File: src/rtl/dcl_pkg.sv
package dcl_pkg;
    localparam int LINK_W       = 16;
    localparam int LNK_EN_BIT   = 15;
    localparam int LNK_STOP_BIT = 14;
    localparam int NXT_W        = 8;

    typedef struct packed {
        logic             en;
        logic             stop;
        logic [NXT_W-1:0] nxt;
    } link_t;

    function automatic link_t decode_link(input logic [LINK_W-1:0] w);
        link_t d;
        d.en   = w[LNK_EN_BIT];
        d.stop = w[LNK_STOP_BIT];
        d.nxt  = w[NXT_W-1:0];
        return d;
    endfunction
endpackage

File: src/rtl/dcl_link_regs.sv
module dcl_link_regs
    import dcl_pkg::*;
#(
    parameter int NCH = 16,
    parameter int IDW = 4
) (
    input  logic                  clk,
    input  logic                  rst,
    input  logic                  wr_en,
    input  logic [IDW-1:0]        wr_ch,
    input  logic [LINK_W-1:0]     wr_data,
    output link_t [NCH-1:0]       links
);
    always_ff @(posedge clk) begin
        if (rst) begin
            links <= '0;
        end else begin
            for (int i = 0; i < NCH; i++) begin
                if (wr_en && wr_ch == IDW'(i))
                    links[i] <= decode_link(wr_data);
            end
        end
    end
endmodule

File: src/rtl/dcl_handoff.sv
module dcl_handoff
    import dcl_pkg::*;
#(
    parameter int NCH = 16,
    parameter int IDW = 4
) (
    input  link_t [NCH-1:0] links,
    input  logic  [NCH-1:0] fin,
    output logic  [NCH-1:0] hit,
    output logic  [NCH-1:0] multi
);
    logic [NCH-1:0] go;

    always_comb begin
        for (int i = 0; i < NCH; i++)
            go[i] = fin[i] & links[i].en & ~links[i].stop;
    end

    for (genvar t = 0; t < NCH; t++) begin : g_tgt
        logic [NCH-1:0] req;
        always_comb begin
            for (int i = 0; i < NCH; i++)
                req[i] = go[i] && (links[i].nxt[IDW-1:0] == IDW'(t));
        end
        assign hit[t]   = |req;
        assign multi[t] = ($countones(req) > 1);
    end
endmodule

File: src/rtl/dcl_chan_state.sv
module dcl_chan_state #(
    parameter int NCH = 16
) (
    input  logic           clk,
    input  logic           rst,
    input  logic [NCH-1:0] stop_hit,
    input  logic [NCH-1:0] start_hit,
    input  logic [NCH-1:0] done,
    input  logic [NCH-1:0] hit,
    input  logic [NCH-1:0] multi,
    output logic [NCH-1:0] fin,
    output logic [NCH-1:0] act_q,
    output logic [NCH-1:0] irq_q,
    output logic [NCH-1:0] start_q,
    output logic           err_q
);
    logic [NCH-1:0] busy;
    logic [NCH-1:0] launch;
    logic           err_set;

    always_comb begin
        fin     = done & act_q & ~stop_hit;
        busy    = act_q & ~fin;
        launch  = ~stop_hit & ~busy & (hit | start_hit);
        err_set = (|(hit & busy)) | (|multi);
    end

    always_ff @(posedge clk) begin
        if (rst) begin
            act_q   <= '0;
            irq_q   <= '0;
            start_q <= '0;
            err_q   <= 1'b0;
        end else begin
            act_q   <= (busy & ~stop_hit) | launch;
            irq_q   <= ~stop_hit & (irq_q | launch);
            start_q <= launch;
            err_q   <= err_q | err_set;
        end
    end


    err_sticky_chk: assert property (@(posedge clk) disable iff (rst)
        err_q |=> err_q);
endmodule

File: src/rtl/dma_chain_ctrl.sv
module dma_chain_ctrl
    import dcl_pkg::*;
#(
    parameter  int NCH = 16,
    localparam int IDW = (NCH > 1) ? $clog2(NCH) : 1
) (
    input  logic              clk,
    input  logic              rst,
    input  logic              cfg_we,
    input  logic [IDW-1:0]    cfg_ch,
    input  logic [LINK_W-1:0] cfg_data,
    input  logic              start_vld,
    input  logic [IDW-1:0]    start_ch,
    input  logic              stop_vld,
    input  logic [IDW-1:0]    stop_ch,
    input  logic [NCH-1:0]    blk_done,
    output logic [NCH-1:0]    ch_active,
    output logic [NCH-1:0]    ch_start,
    output logic [NCH-1:0]    ch_irq_en,
    output logic              link_err
);
    link_t [NCH-1:0] links;
    logic  [NCH-1:0] stop_hit, start_hit, fin, hit, multi;

    always_comb begin
        stop_hit  = stop_vld  ? (NCH'(1) << stop_ch)  : '0;
        start_hit = start_vld ? (NCH'(1) << start_ch) : '0;
    end

    dcl_link_regs #(.NCH(NCH), .IDW(IDW)) u_regs (
        .clk(clk), .rst(rst), .wr_en(cfg_we), .wr_ch(cfg_ch),
        .wr_data(cfg_data), .links(links)
    );

    dcl_handoff #(.NCH(NCH), .IDW(IDW)) u_hand (
        .links(links), .fin(fin), .hit(hit), .multi(multi)
    );

    dcl_chan_state #(.NCH(NCH)) u_state (
        .clk(clk), .rst(rst), .stop_hit(stop_hit), .start_hit(start_hit),
        .done(blk_done), .hit(hit), .multi(multi), .fin(fin),
        .act_q(ch_active), .irq_q(ch_irq_en), .start_q(ch_start),
        .err_q(link_err)
    );

    for (genvar c = 0; c < NCH; c++) begin : g_chk

        stop_wins_chk: assert property (@(posedge clk) disable iff (rst)
            stop_hit[c] |=> (!ch_active[c] && !ch_irq_en[c]));

        busy_start_ignored_chk: assert property (@(posedge clk) disable iff (rst)
            (start_hit[c] && ch_active[c] && !blk_done[c] && !stop_hit[c])
            |=> (ch_active[c] && !ch_start[c]));

        handoff_launch_chk: assert property (@(posedge clk) disable iff (rst)
            (hit[c] && !ch_active[c] && !stop_hit[c]) |=> (ch_active[c] && ch_start[c]));

        busy_target_err_chk: assert property (@(posedge clk) disable iff (rst)
            (hit[c] && ch_active[c] && !blk_done[c]) |=> link_err);
    end
endmodule

File: config.mk
export PLATFORM = sky130hd
export DESIGN_NAME = dma_chain_ctrl
export DESIGN_NICKNAME = d
export VERILOG_FILES = /design/src/rtl/dcl_pkg.sv /design/src/rtl/dcl_link_regs.sv /design/src/rtl/dcl_handoff.sv /design/src/rtl/dcl_chan_state.sv /design/src/rtl/dma_chain_ctrl.sv
export SDC_FILE = /design/constraint.sdc
export NUM_CORES = 1
export LEC_CHECK = 0
export BUFFER_PORTS_ARGS = -buffer_cell sky130_fd_sc_hd__buf_2
export CAP_MARGIN = 30
export CORE_MARGIN = 5
export CORE_UTILIZATION = 60
export DETAILED_ROUTE_END_ITERATION = 10
export PLACE_DENSITY = 0.78
export REMOVE_ABC_BUFFERS = 1
export SLEW_MARGIN = 15
export SYNTH_ARGS = -nofsm -noshare
export SYNTH_HDL_FRONTEND = slang
export SYNTH_SLANG_ARGS = --single-unit
File: constraint.sdc
create_clock -name clk -period 7.5 [get_ports clk]
set_input_delay 1.875 -clock clk [delete_from_list [all_inputs] [get_ports clk]]
set_output_delay 1.875 -clock clk [all_outputs]
set_load 0.02 [all_outputs]
# Word level (Yosys, flattened, before mapping)
# Cells that the tools add are included.
# totals
mem_bits_ro,0
inputBits,49
register_bits,145
latchBits,0
out_inout_bits,49
ramBits,0
wordCells,938
mem_count,0
# classes
addsub,240
n_bitwise,64
n_lt_le_gt_ge,16
n_div,0
n_shift,2
n_reduce_logical,307
n_mul,0
mux,2
eq_ne,255
# ops
op,count
$add A32 B32 Y32,112
$eq A4 B4 Y1 const B,136
$gt A32 B2 Y1 const B,16
$reduce_or A16 Y1,18
$eq A4 B3 Y1 const B,68
$logic_and A1 B1 Y1,272
$add A1 B1 Y2,128
$eq A4 B2 Y1 const B,34
$and A16 B16 Y16,8
$eq A4 B1 Y1 const B,17
$logic_not A4 Y1,17
$not A16 Y16,3
$or A16 B16 Y16,3
$and A1 B1 Y1,32
$mux W16,2
$shl A1 B4 Y16 const A,2
$not A1 Y1,16
$or A1 B1 Y1,2

# Depth between registers and ports, before layout
# logic_depth
word_depth,15
mapped_depth,24
mapped_depth_nobuf,23

# Modules after synthesis
# Synthesis repeated with hierarchy kept, for this count alone.
# unflattened
cells_unflattened,1994
area_unflattened_um2,17636.9
# modules_own_cells
mod,seq_area_each_um2,cells_per_inst,instances,area_each_um2
dcl_handoff,0.0,1153,1,9057.4
dcl_link_regs,3203.1,566,1,6342.3
dcl_chan_state,980.9,229,1,1999.4
dma_chain_ctrl,0.0,46,1,237.7

# Least setup slack after synthesis
# OpenSTA, ideal clock, no wires.
# synth_path
kind,input to register
start,input stop_ch[3]
end,register u_state.err_q
t_required_ns,7.361
slack_ns,0.547
setup_ns,0.139
path_stages,24
n_path_buf,1
arrival_time_ns,6.814
cell_sequence,or3b_1 buf_6 o21ai_4 nor2_1 and3_1 nand3_1 inv_1 ha_1 inv_1 fa_1 inv_1 fa_1 fa_1 inv_1 fa_1 inv_1 ha_1 fa_1 nor4_1 nand3_1 nor2_1 nand4_1 nor4_1 a41oi_1
# synth_between
elab_chain_len,15
elab_cells_between_ends,571
cone_classes,add/sub (240); order compare (16); shift (1); mux (1); bitwise (39); reduce/logical (274)
# synth_rtl
element,line,source
from (decl),dma_chain_ctrl.sv:15,"input logic [IDW-1:0] stop_ch,"
$shl A1 B4 Y16 *,dma_chain_ctrl.sv:26,stop_hit = stop_vld ? (NCH'(1) << stop_ch) : '0;
$mux W16 *,dma_chain_ctrl.sv:26,
$not A16 Y16 *,dcl_chan_state.sv:22,fin = done & act_q & ~stop_hit;
$and A16 B16 Y16 *,dcl_chan_state.sv:22,
$and A1 B1 Y1 (2 in series),dcl_handoff.sv:16,go[i] = fin[i] & links[i].en & ~links[i].stop;
$logic_and A1 B1 Y1,dcl_handoff.sv:23,req[i] = go[i] && (links[i].nxt[IDW-1:0] == IDW'(t));
$add A1 B1 Y2 (implied by the code),dcl_handoff.sv:26,assign multi[t] = ($countones(req) > 1);
$add A32 B32 Y32 (implied by the code) (3 in series),dcl_handoff.sv:26,
$gt A32 B2 Y1,dcl_handoff.sv:26,
$reduce_or A16 Y1,dcl_chan_state.sv:25,err_set = (|(hit & busy)) | (|multi);
$or A1 B1 Y1 *,dcl_chan_state.sv:25,
$or A1 B1 Y1 *,dcl_chan_state.sv:38,err_q <= err_q | err_set;
to (signal assigned),dcl_chan_state.sv:38,
to (decl),dcl_chan_state.sv:15,output logic err_q
# Mark *: on every way between the ends. The rest lies on a longest branch, timed or not.
# A chain may end at the register's enable or synchronous reset.

# Worst setup path in the final report
# layout_path
start,input stop_vld
end,register u_state.err_q
# layout_between
elab_chain_len,14
elab_cells_between_ends,570
cone_classes,add/sub (240); order compare (16); mux (1); bitwise (39); reduce/logical (274)
# layout_rtl
element,line,source
from (decl),dma_chain_ctrl.sv:14,"input logic stop_vld,"
$mux W16 *,dma_chain_ctrl.sv:26,
$not A16 Y16 *,dcl_chan_state.sv:22,
$and A16 B16 Y16 *,dcl_chan_state.sv:22,
$and A1 B1 Y1 (2 in series),dcl_handoff.sv:16,
$logic_and A1 B1 Y1,dcl_handoff.sv:23,
$add A1 B1 Y2 (implied by the code),dcl_handoff.sv:26,
$add A32 B32 Y32 (implied by the code) (3 in series),dcl_handoff.sv:26,
$gt A32 B2 Y1,dcl_handoff.sv:26,
$reduce_or A16 Y1,dcl_chan_state.sv:25,
$or A1 B1 Y1 *,dcl_chan_state.sv:25,
$or A1 B1 Y1 *,dcl_chan_state.sv:38,
# Marked as above.

==> out/metrics.cfg <==
[job]
max-cap-violations = 0

[placed_design]
post-dp-hpwl_um = 60500
portBuffers = 87
pre_cts_slack_ns = -0.646
gp_congestion = 1.14

[logic_synthesis]
synth_area_leader_cell = ha_1
synth-main-ff-cell = dfxtp_1
synth_edf_count = 0
synthMostInstantiatedCell = inv_1
syn_inst = 2349
synth_cell_types = 64
seq_area_frac_synth_pct = 15.4
avgSynthCellArea_um2 = 8.04
async_flop_share_pct = 0
synth_area_leaders = ha_1 (22%), fa_1 (19%), dfxtp_1 (15%)
synth-seq-cells = 145
ys_warn_count = 0
syn-cell-area_um2 = 18900
netlist.area_leader.share_pct = 22.3
synth_common_cells = inv_1 (529), ha_1 (336), nor2_1 (276)

[route]
top_layer_used = met5
viasPerCell = 5.84
drt_iter0_drc = 1961
wl_met2_um = 32000
wl_per_cell_um = 23.7
wl_met3_um = 8370
wl_met1_um = 26700
routed_wl_um = 71100
drcViolationCount = 0
dr.pass1.iters = 7
antenna_left = 0
vias = 17526

[clock_tree]
cts_tree = done
h-tree-depth = 4
cts_root_buffer = clkbuf_16
cts_sinks = 145
cts_buffers = 17
clk_pin_slew_worst_paths_ns = 0.06
clk_latency_ns = 0.43
cts_max_path_buffers = 2

[status]
status = complete, no violations

[floorplanning]
ioPinCount = 98
chipWidth_um = 187
core-area_um2 = 31300
start_util_pct = 60.3
rows = 65
die_h_um = 187
dieArea_um2 = 35100

[worst_setup_path]
critPathRequiredTime_ns = 7.80
start_kind = input port
cp_max_fo = 7
critical_path_class = input port to flop
end_kind = flop
arrival_ns = 7.65

[power]
vdd_drop_max_mv = 0.188
switchingPower_w = 0.000464
powerDensity_nw_per_um2 = 79.3
power.internal_w = 0.00132
p_leak_nw = 12.4
p_clk_share_pct = 46.8
p_comb_share_pct = 8.5
p_sw_share_pct = 26.0
seq_power_share_pct = 44.7

[global_route]
grt_pass1_vias = 16922
grt_antenna_before_repair = 5
grt_overflow = 0
grt_max_degree = 101
grt_pass1_wl_um = 102000
grt.total_usage_pct = 39.0

[sta]
slew_headroom_pct = 34.8
period_needed_ns = 7.35
clock_skew_ns = 0.00829
postLayoutSetupSlackWorst_ns = 0.146
worst_pin_slew_ns = 0.974
hold_viol_final = 0
tns_ns = 0
setup_violations = 0
fmax_mhz = 136
drv_slew = 0
timing.final.crit_share_pct = 98.1

[cells_and_area]
layout.nets = 3145
fill_cells = 2547
drive_above_1_share_pct = 21.4
diodes = 0
syn_to_final_growth_pct = 19.2

[worst_hold_path]
hp-class = flop to flop

## layout make-up
class | count | area, um^2 | share of cell area [%]
clock buffers | 17 | 425 | 1.89
well taps | 402 | 503 | 2.24
inverters | 529 | 1990 | 8.83
multi-input cells | 1615 | 14600 | 64.8
repair buffers | 276 | 1950 | 8.67
flip-flops and latches | 145 | 2900 | 12.9
clock inverters | 15 | 145 | 0.645
## logic make-up after synthesis
group / count (synthesis) / share of synthesized area, %
buf+inv: 589 / 11.9
compound gates: 109 / 4.28
mux: 90 / 4.77
flops: 145 / 15.4
simple gates: 904 / 22.8
fa+ha+maj: 512 / 40.9
## flip-flops by register name, indices dropped and copies added, names as in the netlist
register,count
u_state.err_q,1
u_state.start_q,16
u_state.act_q,16
u_state.irq_q,16
u_regs.links,96
## placed cells by master, fill, tap and decap left out, types with 19 or more instances in the layout
cell type	count
nand4_1	36
buf_4	179
fa_2	35
nand2_1	238
buf_2	83
dfxtp_1	145
nor2b_1	39
nand3b_1	19
nor2_1	251
mux2i_1	90
nand2b_1	35
fa_1	141
ha_1	303
inv_1	516
nor2_2	29
ha_2	24
nand3_1	70
nor3_1	30
## worst max-delay path, stage by stage
cell and delay (ns):
buf_4 0.13, buf_4 0.14, nand3b_4 0.13, o21a_1 0.17, nand4b_1 0.21, nor2_2 0.20
nand2_1 0.09, buf_4 0.15, nor2_1 0.11, ha_1 0.19, inv_1 0.06, fa_1 0.48
inv_1 0.10, fa_1 0.54, fa_1 0.55, inv_1 0.06, fa_1 0.52, inv_1 0.04
ha_1 0.23, fa_2 0.49, nor4_2 0.26, buf_4 0.16, and4_1 0.20, nand2_2 0.10
nor4_2 0.30, a41oi_1 0.16
## path summary, 6_finish.rpt
kind | slack [ns] | end | cells past startpoint | start
setup reg to reg | 1.41 | u_state.err_q | 21 | u_regs.links[102]
hold reg to reg | 0.45 | u_state.irq_q[10] | 1 | u_state.irq_q[10]
setup / recovery | 0.15 | u_state.err_q | 26 | stop_vld
hold / removal | 0.45 | u_state.irq_q[10] | 1 | u_state.irq_q[10]
## power by group through the flow
stage	clock (W)	combinational, W	sequential, W
6_report	0.000834	0.000152	0.000797
5_1_grt	0.000869	0.000159	0.000798
4_1_cts	0.000828	0.000134	0.000795
3_5_place_dp	0	0.000129	0.000812
3_3_place_gp	0	0.000125	0.000811
2_1_floorplan	0	0.0000514	0.000813
## timing repair
item,in CTS,in global routing
buffers inserted,3,14
endpoints found under the setup margin,1,1
hold buffers,0,0
gates resized for setup,43,201
hold endpoints to repair,0,0
pin swaps,9,109
## routing by layer
layer	global-route usage (%)	vias up
met4	15.2	6
met1	50.2	8493
met3	10.2	230
met5	0	-
li1	-	7785
met2	63.0	1012
## stage by stage
step | cell area [um^2] | cells | total power, W | utilization, % | hold WS (ns)
after floorplan | 18600 | 2289 | 0.000864 | - | 0.425
after global placement | 20900 | 2950 | 0.000936 | 66.7 | 0.432
after detailed placement | 20900 | 2950 | 0.000941 | 66.7 | 0.434
after CTS | 21600 | 2985 | 0.00176 | 69.1 | 0.448
after global routing | 22500 | 2999 | 0.00183 | 71.8 | 0.474
final | 22500 | 2999 | 0.00178 | 71.8 | 0.451
Note: power is estimated with default switching activity, not from simulation.
